--- config.mk ---
export PLATFORM = sky130hd
export DESIGN_NAME = txq_frame_ctrl
export DESIGN_NICKNAME = d
export VERILOG_FILES = /design/src/rtl/txq_pkg.sv /design/src/rtl/txq_ctl_regs.sv /design/src/rtl/txq_store.sv /design/src/rtl/txq_frame_track.sv /design/src/rtl/txq_frame_ctrl.sv
export SDC_FILE = /design/constraint.sdc
export NUM_CORES = 1
export LEC_CHECK = 0
export CAP_MARGIN = 20
export CORE_MARGIN = 2
export CORE_UTILIZATION = 52
export CTS_BUF_LIST = sky130_fd_sc_hd__clkbuf_4
export CTS_CLUSTER_SIZE = 28
export DETAILED_ROUTE_END_ITERATION = 6
export DONT_BUFFER_PORTS = 1
export GPL_TIMING_DRIVEN = 0
export HOLD_SLACK_MARGIN = 0.06
export PLACE_DENSITY = 0.65
export SLEW_MARGIN = 15
export SYNTH_ARGS = -nofsm -noshare
export SYNTH_HDL_FRONTEND = slang
export SYNTH_SLANG_ARGS = --single-unit
--- constraint.sdc ---
create_clock -name clk -period 12.3 [get_ports clk]
set_input_delay 1.845 -clock clk [delete_from_list [all_inputs] [get_ports clk]]
set_output_delay 1.845 -clock clk [all_outputs]
set_load 0.01 [all_outputs]
--- src/rtl/txq_pkg.sv ---
package txq_pkg;
  // tag pair stored next to each data word
  typedef struct packed {
    logic ctrl;
    logic eof;
  } tag_t;

  // control register field positions (bit 31 is reserved)
  localparam int ARM_CTRL_BIT = 0;
  localparam int ARM_EOF_BIT  = 1;
  localparam int FRM_EN_BIT   = 2;
  localparam int GRAN_LSB     = 8;
endpackage

--- src/rtl/txq_ctl_regs.sv ---
module txq_ctl_regs #(
  parameter int GW       = 5,
  parameter int GRAN_RST = 4
) (
  input  logic          clk,
  input  logic          rst_n,
  input  logic          cfg_we,
  input  logic [31:0]   cfg_wdata,
  input  logic          wr_fire,
  output logic [31:0]   cfg_rdata,
  output logic          ctrl_arm,
  output logic          eof_arm,
  output logic          fm_en,
  output logic [GW-1:0] gran
);
  import txq_pkg::*;

  localparam int GHI = GRAN_LSB + GW;

  logic unused_wdata;
  assign unused_wdata = ^{cfg_wdata[31:GHI], cfg_wdata[GRAN_LSB-1:FRM_EN_BIT+1]};

  always_ff @(posedge clk) begin
    if (!rst_n) begin
      ctrl_arm <= 1'b0;
      eof_arm  <= 1'b0;
      fm_en    <= 1'b0;
      gran     <= GW'(GRAN_RST);
    end else if (cfg_we) begin
      ctrl_arm <= cfg_wdata[ARM_CTRL_BIT];
      eof_arm  <= cfg_wdata[ARM_EOF_BIT];
      fm_en    <= cfg_wdata[FRM_EN_BIT];
      gran     <= cfg_wdata[GRAN_LSB +: GW];
    end else if (wr_fire) begin
      ctrl_arm <= 1'b0;
      eof_arm  <= 1'b0;
    end
  end

  always_comb begin
    cfg_rdata               = '0;
    cfg_rdata[ARM_CTRL_BIT] = ctrl_arm;
    cfg_rdata[ARM_EOF_BIT]  = eof_arm;
    cfg_rdata[FRM_EN_BIT]   = fm_en;
    cfg_rdata[GRAN_LSB +: GW] = gran;
  end


  arm_clear_chk: assert property (@(posedge clk) disable iff (!rst_n)
    (wr_fire && !cfg_we) |=> (!ctrl_arm && !eof_arm));
endmodule

--- src/rtl/txq_store.sv ---
module txq_store #(
  parameter int DW    = 32,
  parameter int DEPTH = 16
) (
  input  logic                     clk,
  input  logic                     rst_n,
  input  logic                     wr_valid,
  input  logic [DW-1:0]            wr_data,
  input  txq_pkg::tag_t            wr_tag,
  output logic                     wr_ready,
  input  logic                     rd_ready,
  output logic                     rd_valid,
  output logic [DW-1:0]            rd_data,
  output txq_pkg::tag_t            rd_tag,
  output logic [$clog2(DEPTH):0]   occ,
  output logic                     push,
  output logic                     pop,
  output logic                     overflow,
  output logic                     underflow
);
  localparam int AW = $clog2(DEPTH);
  localparam int EW = DW + 2;
  localparam logic [AW:0] DEPTH_L = (AW+1)'(DEPTH);

  logic [EW-1:0] mem [DEPTH];
  logic [AW-1:0] wp, rp;
  logic          full, empty;

  assign full     = (occ == DEPTH_L);
  assign empty    = (occ == '0);
  assign wr_ready = !full;
  assign rd_valid = !empty;
  assign push     = wr_valid && !full;
  assign pop      = rd_ready && !empty;

  always_ff @(posedge clk) begin
    if (push) mem[wp] <= {wr_tag, wr_data};
  end

  assign rd_data = mem[rp][DW-1:0];
  assign rd_tag  = mem[rp][EW-1:DW];

  always_ff @(posedge clk) begin
    if (!rst_n) begin
      wp        <= '0;
      rp        <= '0;
      occ       <= '0;
      overflow  <= 1'b0;
      underflow <= 1'b0;
    end else begin
      if (push) wp <= wp + 1'b1;
      if (pop)  rp <= rp + 1'b1;
      if (push && !pop)      occ <= occ + 1'b1;
      else if (pop && !push) occ <= occ - 1'b1;
      if (wr_valid && full)  overflow  <= 1'b1;
      if (rd_ready && empty) underflow <= 1'b1;
    end
  end


  occ_bound_chk: assert property (@(posedge clk) disable iff (!rst_n)
    occ <= DEPTH_L);

  drop_full_chk: assert property (@(posedge clk) disable iff (!rst_n)
    (wr_valid && full && !rd_ready) |=> (occ == DEPTH_L));

  ovf_sticky_chk: assert property (@(posedge clk) disable iff (!rst_n)
    overflow |=> overflow);

  unf_sticky_chk: assert property (@(posedge clk) disable iff (!rst_n)
    underflow |=> underflow);
endmodule

--- src/rtl/txq_frame_track.sv ---
module txq_frame_track #(
  parameter int DEPTH = 16
) (
  input  logic                   clk,
  input  logic                   rst_n,
  input  logic                   push,
  input  logic                   push_eof,
  input  logic                   pop,
  input  logic                   pop_eof,
  input  logic                   fm_en,
  input  logic [$clog2(DEPTH):0] gran,
  input  logic [$clog2(DEPTH):0] occ,
  output logic                   frame_ready,
  output logic                   alarm
);
  localparam int AW = $clog2(DEPTH);
  localparam logic [AW:0] DEPTH_L = (AW+1)'(DEPTH);

  logic [AW:0] fcnt;
  logic [AW:0] free_sp;
  logic        inc, dec;

  assign inc = push && push_eof;
  assign dec = pop && pop_eof;

  always_ff @(posedge clk) begin
    if (!rst_n)          fcnt <= '0;
    else if (inc && !dec) fcnt <= fcnt + 1'b1;
    else if (dec && !inc) fcnt <= fcnt - 1'b1;
  end

  assign free_sp     = DEPTH_L - occ;
  assign frame_ready = fm_en && (fcnt != '0);
  assign alarm       = (free_sp >= gran) && !frame_ready;


  fcnt_le_occ_chk: assert property (@(posedge clk) disable iff (!rst_n)
    fcnt <= occ);

  alarm_vs_frame_chk: assert property (@(posedge clk) disable iff (!rst_n)
    alarm |-> !frame_ready);
endmodule

--- src/rtl/txq_frame_ctrl.sv ---
module txq_frame_ctrl #(
  parameter int DW       = 32,
  parameter int DEPTH    = 16,
  parameter int GRAN_RST = 4
) (
  input  logic          clk,
  input  logic          rst_n,
  input  logic          cfg_we,
  input  logic [31:0]   cfg_wdata,
  output logic [31:0]   cfg_rdata,
  input  logic          wr_valid,
  output logic          wr_ready,
  input  logic [DW-1:0] wr_data,
  output logic          rd_valid,
  input  logic          rd_ready,
  output logic [DW-1:0] rd_data,
  output logic          rd_is_ctrl,
  output logic          rd_is_eof,
  output logic          alarm,
  output logic          frame_ready,
  output logic          overflow,
  output logic          underflow
);
  import txq_pkg::*;

  localparam int AW = $clog2(DEPTH);
  localparam int GW = AW + 1;

  logic          ctrl_arm, eof_arm, fm_en;
  logic [GW-1:0] gran;
  logic [AW:0]   occ;
  logic          push, pop;
  tag_t          wtag, rtag;

  assign wtag.ctrl = ctrl_arm;
  assign wtag.eof  = eof_arm && fm_en;   // end-of-frame arm gated by frame mode

  txq_ctl_regs #(.GW(GW), .GRAN_RST(GRAN_RST)) u_regs (
    .clk(clk), .rst_n(rst_n), .cfg_we(cfg_we), .cfg_wdata(cfg_wdata),
    .wr_fire(push), .cfg_rdata(cfg_rdata), .ctrl_arm(ctrl_arm),
    .eof_arm(eof_arm), .fm_en(fm_en), .gran(gran)
  );

  txq_store #(.DW(DW), .DEPTH(DEPTH)) u_store (
    .clk(clk), .rst_n(rst_n), .wr_valid(wr_valid), .wr_data(wr_data),
    .wr_tag(wtag), .wr_ready(wr_ready), .rd_ready(rd_ready),
    .rd_valid(rd_valid), .rd_data(rd_data), .rd_tag(rtag), .occ(occ),
    .push(push), .pop(pop), .overflow(overflow), .underflow(underflow)
  );

  txq_frame_track #(.DEPTH(DEPTH)) u_frame (
    .clk(clk), .rst_n(rst_n), .push(push), .push_eof(wtag.eof),
    .pop(pop), .pop_eof(rtag.eof), .fm_en(fm_en), .gran(gran), .occ(occ),
    .frame_ready(frame_ready), .alarm(alarm)
  );

  assign rd_is_ctrl = rtag.ctrl;
  assign rd_is_eof  = rtag.eof;
endmodule

==> flow_results.xml <==
<?xml version="1.0" encoding="UTF-8"?>
<metrics>
  <group name="setup_path">
    <metric name="r2r_end" unit="">u_store.mem[0][17]$_DFFE_PP_</metric>
    <metric name="crit_path_max_incr_delay" unit="ps">720</metric>
    <metric name="worstPathArrival" unit="ps">3170</metric>
    <metric name="slowest_library_cell_on_the_worst_path" unit="">sky130_fd_sc_hd__clkbuf_1</metric>
    <metric name="timing.critical_path.mode_cell" unit="">sky130_fd_sc_hd__clkbuf_1</metric>
    <metric name="timing.critical_path.max_delay_family" unit="">buffers and inverters</metric>
    <metric name="worst_setup_path_start_kind" unit="">register</metric>
    <metric name="cp_max_fo" unit="">10</metric>
    <metric name="regToRegStartpoint" unit="">u_store.occ[0]$_SDFFE_PN0P_</metric>
    <metric name="chain_of_cells_forming_the_critical_path" unit="">clkbuf_1 &gt; and2_1 &gt; buf_1 &gt; clkbuf_1 &gt; a22oi_1 &gt; nand2_1</metric>
    <metric name="critPathCaptureType" unit="">output pin</metric>
    <metric name="timing.critical_path.required" unit="ps">10450</metric>
    <metric name="setup.worst_path.class" unit="">register to output pin</metric>
    <metric name="critical_path.endpoint" unit="">rd_data[15]</metric>
    <metric name="path_depth" unit="">6</metric>
    <metric name="worst-r2r-cell-count" unit="">11</metric>
    <metric name="cp_num_buf_inv" unit="">3</metric>
    <metric name="timing.reg2reg.setup_slack" unit="ps">8540</metric>
  </group>
  <group name="drt">
    <metric name="drc_errors" unit="">0</metric>
    <metric name="first_pass_iters" unit="">5</metric>
    <metric name="detail-route-antenna-nets" unit="">0</metric>
    <metric name="routed_wire_length_per_instance" unit="um">24.4</metric>
    <metric name="route.vias.total" unit="">10977</metric>
    <metric name="finalWirelength" unit="um">46900</metric>
    <metric name="avgViaCountPerCell" unit="">5.72</metric>
    <metric name="drt-initial-drc-count" unit="">857</metric>
  </group>
  <group name="hold_path">
    <metric name="hold_class" unit="">register to register</metric>
  </group>
  <group name="sta">
    <metric name="post-route-min-period" unit="ps">5020</metric>
    <metric name="worst_pin_slew" unit="ps">973</metric>
    <metric name="hold_violations" unit="">0</metric>
    <metric name="fin_tns_setup" unit="ps">0</metric>
    <metric name="fmax" unit="GHz">0.199</metric>
    <metric name="postLayoutSetupSlackWorst" unit="ps">7280</metric>
    <metric name="min_period_over_period" unit="%">40.8</metric>
    <metric name="final.setup_skew" unit="ps">39.0</metric>
    <metric name="relSlewSlack" unit="%">35.1</metric>
    <metric name="rsz0062_at_grt" unit="">no</metric>
    <metric name="final-setup-viol-count" unit="">0</metric>
    <metric name="drv_slew" unit="">0</metric>
  </group>
  <group name="layout">
    <metric name="layoutNonFillerInstCount" unit="">1920</metric>
    <metric name="finalNetCount" unit="">1371</metric>
    <metric name="num-fill-cells" unit="">3146</metric>
    <metric name="area_growth_syn_to_layout" unit="%">14.3</metric>
    <metric name="layout-drive-gt1-share" unit="%">33.4</metric>
    <metric name="postLayoutCellArea" unit="um2">25600</metric>
  </group>
  <group name="synth">
    <metric name="synth_area" unit="um2">22400</metric>
    <metric name="ys_types" unit="">36</metric>
    <metric name="synth_most_common_cell" unit="">sky130_fd_sc_hd__edfxtp_1</metric>
    <metric name="synth_flop_cell" unit="">sky130_fd_sc_hd__edfxtp_1</metric>
    <metric name="edff_count_synth" unit="">544</metric>
    <metric name="post_synth_main_area_contributors" unit="">sky130_fd_sc_hd__edfxtp_1, sky130_fd_sc_hd__mux4_2, sky130_fd_sc_hd__dfxtp_1</metric>
    <metric name="ys_ff_latch" unit="">576</metric>
    <metric name="synth_area_leader_cell" unit="">sky130_fd_sc_hd__edfxtp_1</metric>
    <metric name="post_synth.cell_area_avg" unit="um2">20.8</metric>
    <metric name="synth_top_area_share" unit="%">73.0</metric>
    <metric name="yosysSeqAreaShare" unit="%">75.8</metric>
    <metric name="syn-instance-count" unit="">1075</metric>
    <metric name="synthArstFlopShare" unit="%">0</metric>
    <metric name="ys.warnings.count" unit="">0</metric>
    <metric name="synth_top_cells_by_count" unit="">sky130_fd_sc_hd__edfxtp_1, sky130_fd_sc_hd__mux4_2, sky130_fd_sc_hd__a22oi_1, sky130_fd_sc_hd__nand2_1</metric>
  </group>
  <group name="clock_network">
    <metric name="clk_pin_slew_worst_paths" unit="ps">50</metric>
    <metric name="cts_sinks" unit="">576</metric>
    <metric name="cts_post_setup_buffers_inserted" unit="">0</metric>
    <metric name="clockRootBuffer" unit="">sky130_fd_sc_hd__clkbuf_4</metric>
    <metric name="cts_inserted_buffers" unit="">145</metric>
    <metric name="cts-resized-gates" unit="">0</metric>
    <metric name="htree_levels" unit="">4</metric>
    <metric name="insertion_delay" unit="ps">930</metric>
    <metric name="cts_hold_buf" unit="">0</metric>
    <metric name="tritoncts" unit="">done</metric>
    <metric name="longest_clk_path_bufs" unit="">3</metric>
  </group>
  <group name="grt">
    <metric name="grt.total_usage" unit="%">22.1</metric>
    <metric name="grt_antenna_before_repair" unit="">2</metric>
    <metric name="grt.overflow.total" unit="">0</metric>
    <metric name="first_pass_grt_wire_length" unit="um">69800</metric>
    <metric name="grt_pass1_vias" unit="">11531</metric>
    <metric name="maximum_number_of_pins_on_one_net_before_global_route_repair" unit="">20</metric>
  </group>
  <group name="floorplanning">
    <metric name="core" unit="um2">42800</metric>
    <metric name="floorplan.die.width" unit="um">212</metric>
    <metric name="initial_core_util" unit="%">52.3</metric>
    <metric name="die-area" unit="um2">44700</metric>
    <metric name="core.rowCount" unit="">76</metric>
    <metric name="die_y" unit="um">212</metric>
    <metric name="pin_count" unit="">141</metric>
  </group>
  <group name="power_and_ir_drop">
    <metric name="vdd_ir_drop_max" unit="V">0.000104</metric>
    <metric name="total_power" unit="mW">4.92</metric>
    <metric name="power_per_cell_area" unit="nW/um2">192</metric>
    <metric name="leakage" unit="nW">8.47</metric>
  </group>
  <group name="place">
    <metric name="port-buffer-count" unit="">0</metric>
    <metric name="dp.cells" unit="">1678</metric>
    <metric name="dp_hpwl" unit="um">29600</metric>
    <metric name="finalWeightedCongestion" unit="">0.720</metric>
    <metric name="dpl_cell_area" unit="um2">23800</metric>
    <metric name="preCtsSetupSlack" unit="ps">7730</metric>
  </group>
  <group name="job">
    <metric name="drv.max_cap_violation_count" unit="">0</metric>
  </group>
  <group name="outcome">
    <metric name="outcome" unit="">completed</metric>
  </group>
</metrics>
## sequential cells by signal (all words and copies together), names as in the netlist, 4 cells and up, named ones only
name and cells:
u_store.rp 4, u_store.mem 544, u_regs.gran 5, u_frame.fcnt 5
u_store.wp 4, u_store.occ 5
## placed cells by master (no fill, tap or decap), types with 9 or more instances in the layout
cell type	n
sky130_fd_sc_hd__a21oi_1	9
sky130_fd_sc_hd__a22oi_1	66
sky130_fd_sc_hd__and2_1	17
sky130_fd_sc_hd__buf_12	11
sky130_fd_sc_hd__buf_2	16
sky130_fd_sc_hd__buf_4	43
sky130_fd_sc_hd__buf_6	10
sky130_fd_sc_hd__clkbuf_1	32
sky130_fd_sc_hd__clkbuf_4	207
sky130_fd_sc_hd__clkinv_1	22
sky130_fd_sc_hd__conb_1	24
sky130_fd_sc_hd__dfxtp_1	32
sky130_fd_sc_hd__edfxtp_1	544
sky130_fd_sc_hd__ha_1	21
sky130_fd_sc_hd__inv_1	15
sky130_fd_sc_hd__mux2i_1	13
sky130_fd_sc_hd__mux4_2	136
sky130_fd_sc_hd__nand2_1	47
sky130_fd_sc_hd__nor2_1	9
sky130_fd_sc_hd__nor2_4	12
sky130_fd_sc_hd__nor2b_1	17
sky130_fd_sc_hd__xnor2_1	10
## logic make-up (layout without fill, tap and decap cells)
group           Yosys count  in the layout  share of synthesized area (%)
flops                   576            576                           75.8
mux                     149            149                           14.3
simple gates            127            127                           2.81
buf+inv                 100            375                           2.49
compound gates           87             87                           2.78
fa+ha+maj                23             23                           1.35
xor+xnor                 12             12                          0.469
other cells               1             25                         0.0167
## routing by layer
layer	vias to the layer above	share of wire [%]	global-route usage, %
met2	418	49	34.7
met5	-	0.017	0
li1	4857	-	-
met4	2	2.0	8.04
met3	72	7.0	6.97
met1	5628	42	29.3
## worst reg2reg max path, cell delays in order (launching register included)
cell and delay, ps:
sky130_fd_sc_hd__dfxtp_1 400, sky130_fd_sc_hd__inv_1 120, sky130_fd_sc_hd__ha_1 240, sky130_fd_sc_hd__nor3b_1 160, sky130_fd_sc_hd__ha_1 230, sky130_fd_sc_hd__nor2b_1 240
sky130_fd_sc_hd__buf_1 380, sky130_fd_sc_hd__nand2_1 330, sky130_fd_sc_hd__nor3_2 570, sky130_fd_sc_hd__buf_4 320, sky130_fd_sc_hd__buf_4 240, sky130_fd_sc_hd__buf_4 230
## final cells by class
| class | instances | area, um2 | area share (%) |
|---|---|---|---|
| sequential | 576 | 17000 | 66.3 |
| multi-input combinational | 422 | 5050 | 19.7 |
| clock buffer | 207 | 1550 | 6.07 |
| tap | 546 | 683 | 2.67 |
| timing repair buffer | 34 | 500 | 1.96 |
| buffer | 85 | 500 | 1.96 |
| clock inverter | 34 | 265 | 1.04 |
| inverter | 15 | 56.3 | 0.220 |
| antenna | 1 | 2.50 | 0.00978 |
## power breakdown
group	internal (mW)	total [mW]	switching, mW	leakage, nW
Combinational	0.495	1.06	0.566	2.20
Sequential	2.22	2.26	0.0338	5.19
Clock	0.872	1.60	0.725	1.08
Total	3.59	4.92	1.32	8.47
## worst min-delay path by stage
stage                                      start                            to  slack [ps]  cells after the start
floorplan           u_frame.fcnt[4]$_SDFFE_PN0P_  u_frame.fcnt[4]$_SDFFE_PN0P_         440                      2
global placement    u_frame.fcnt[4]$_SDFFE_PN0P_  u_frame.fcnt[4]$_SDFFE_PN0P_         470                      2
detailed placement   u_store.occ[4]$_SDFFE_PN0P_   u_store.occ[4]$_SDFFE_PN0P_         480                      2
CTS                  u_store.occ[4]$_SDFFE_PN0P_   u_store.occ[4]$_SDFFE_PN0P_         490                      2
global route         u_store.occ[4]$_SDFFE_PN0P_   u_store.occ[4]$_SDFFE_PN0P_         520                      2
finish               u_store.occ[4]$_SDFFE_PN0P_   u_store.occ[4]$_SDFFE_PN0P_         490                      2
## metrics by stage
step	util (%)	hold WS, ps
6_report	59.8	494
5_1_grt	59.8	523
4_1_cts	59.8	492
3_5_place_dp	55.5	482
3_3_place_gp	54.1	467
2_1_floorplan	-	441
Power figures use the tool's default switching activity.
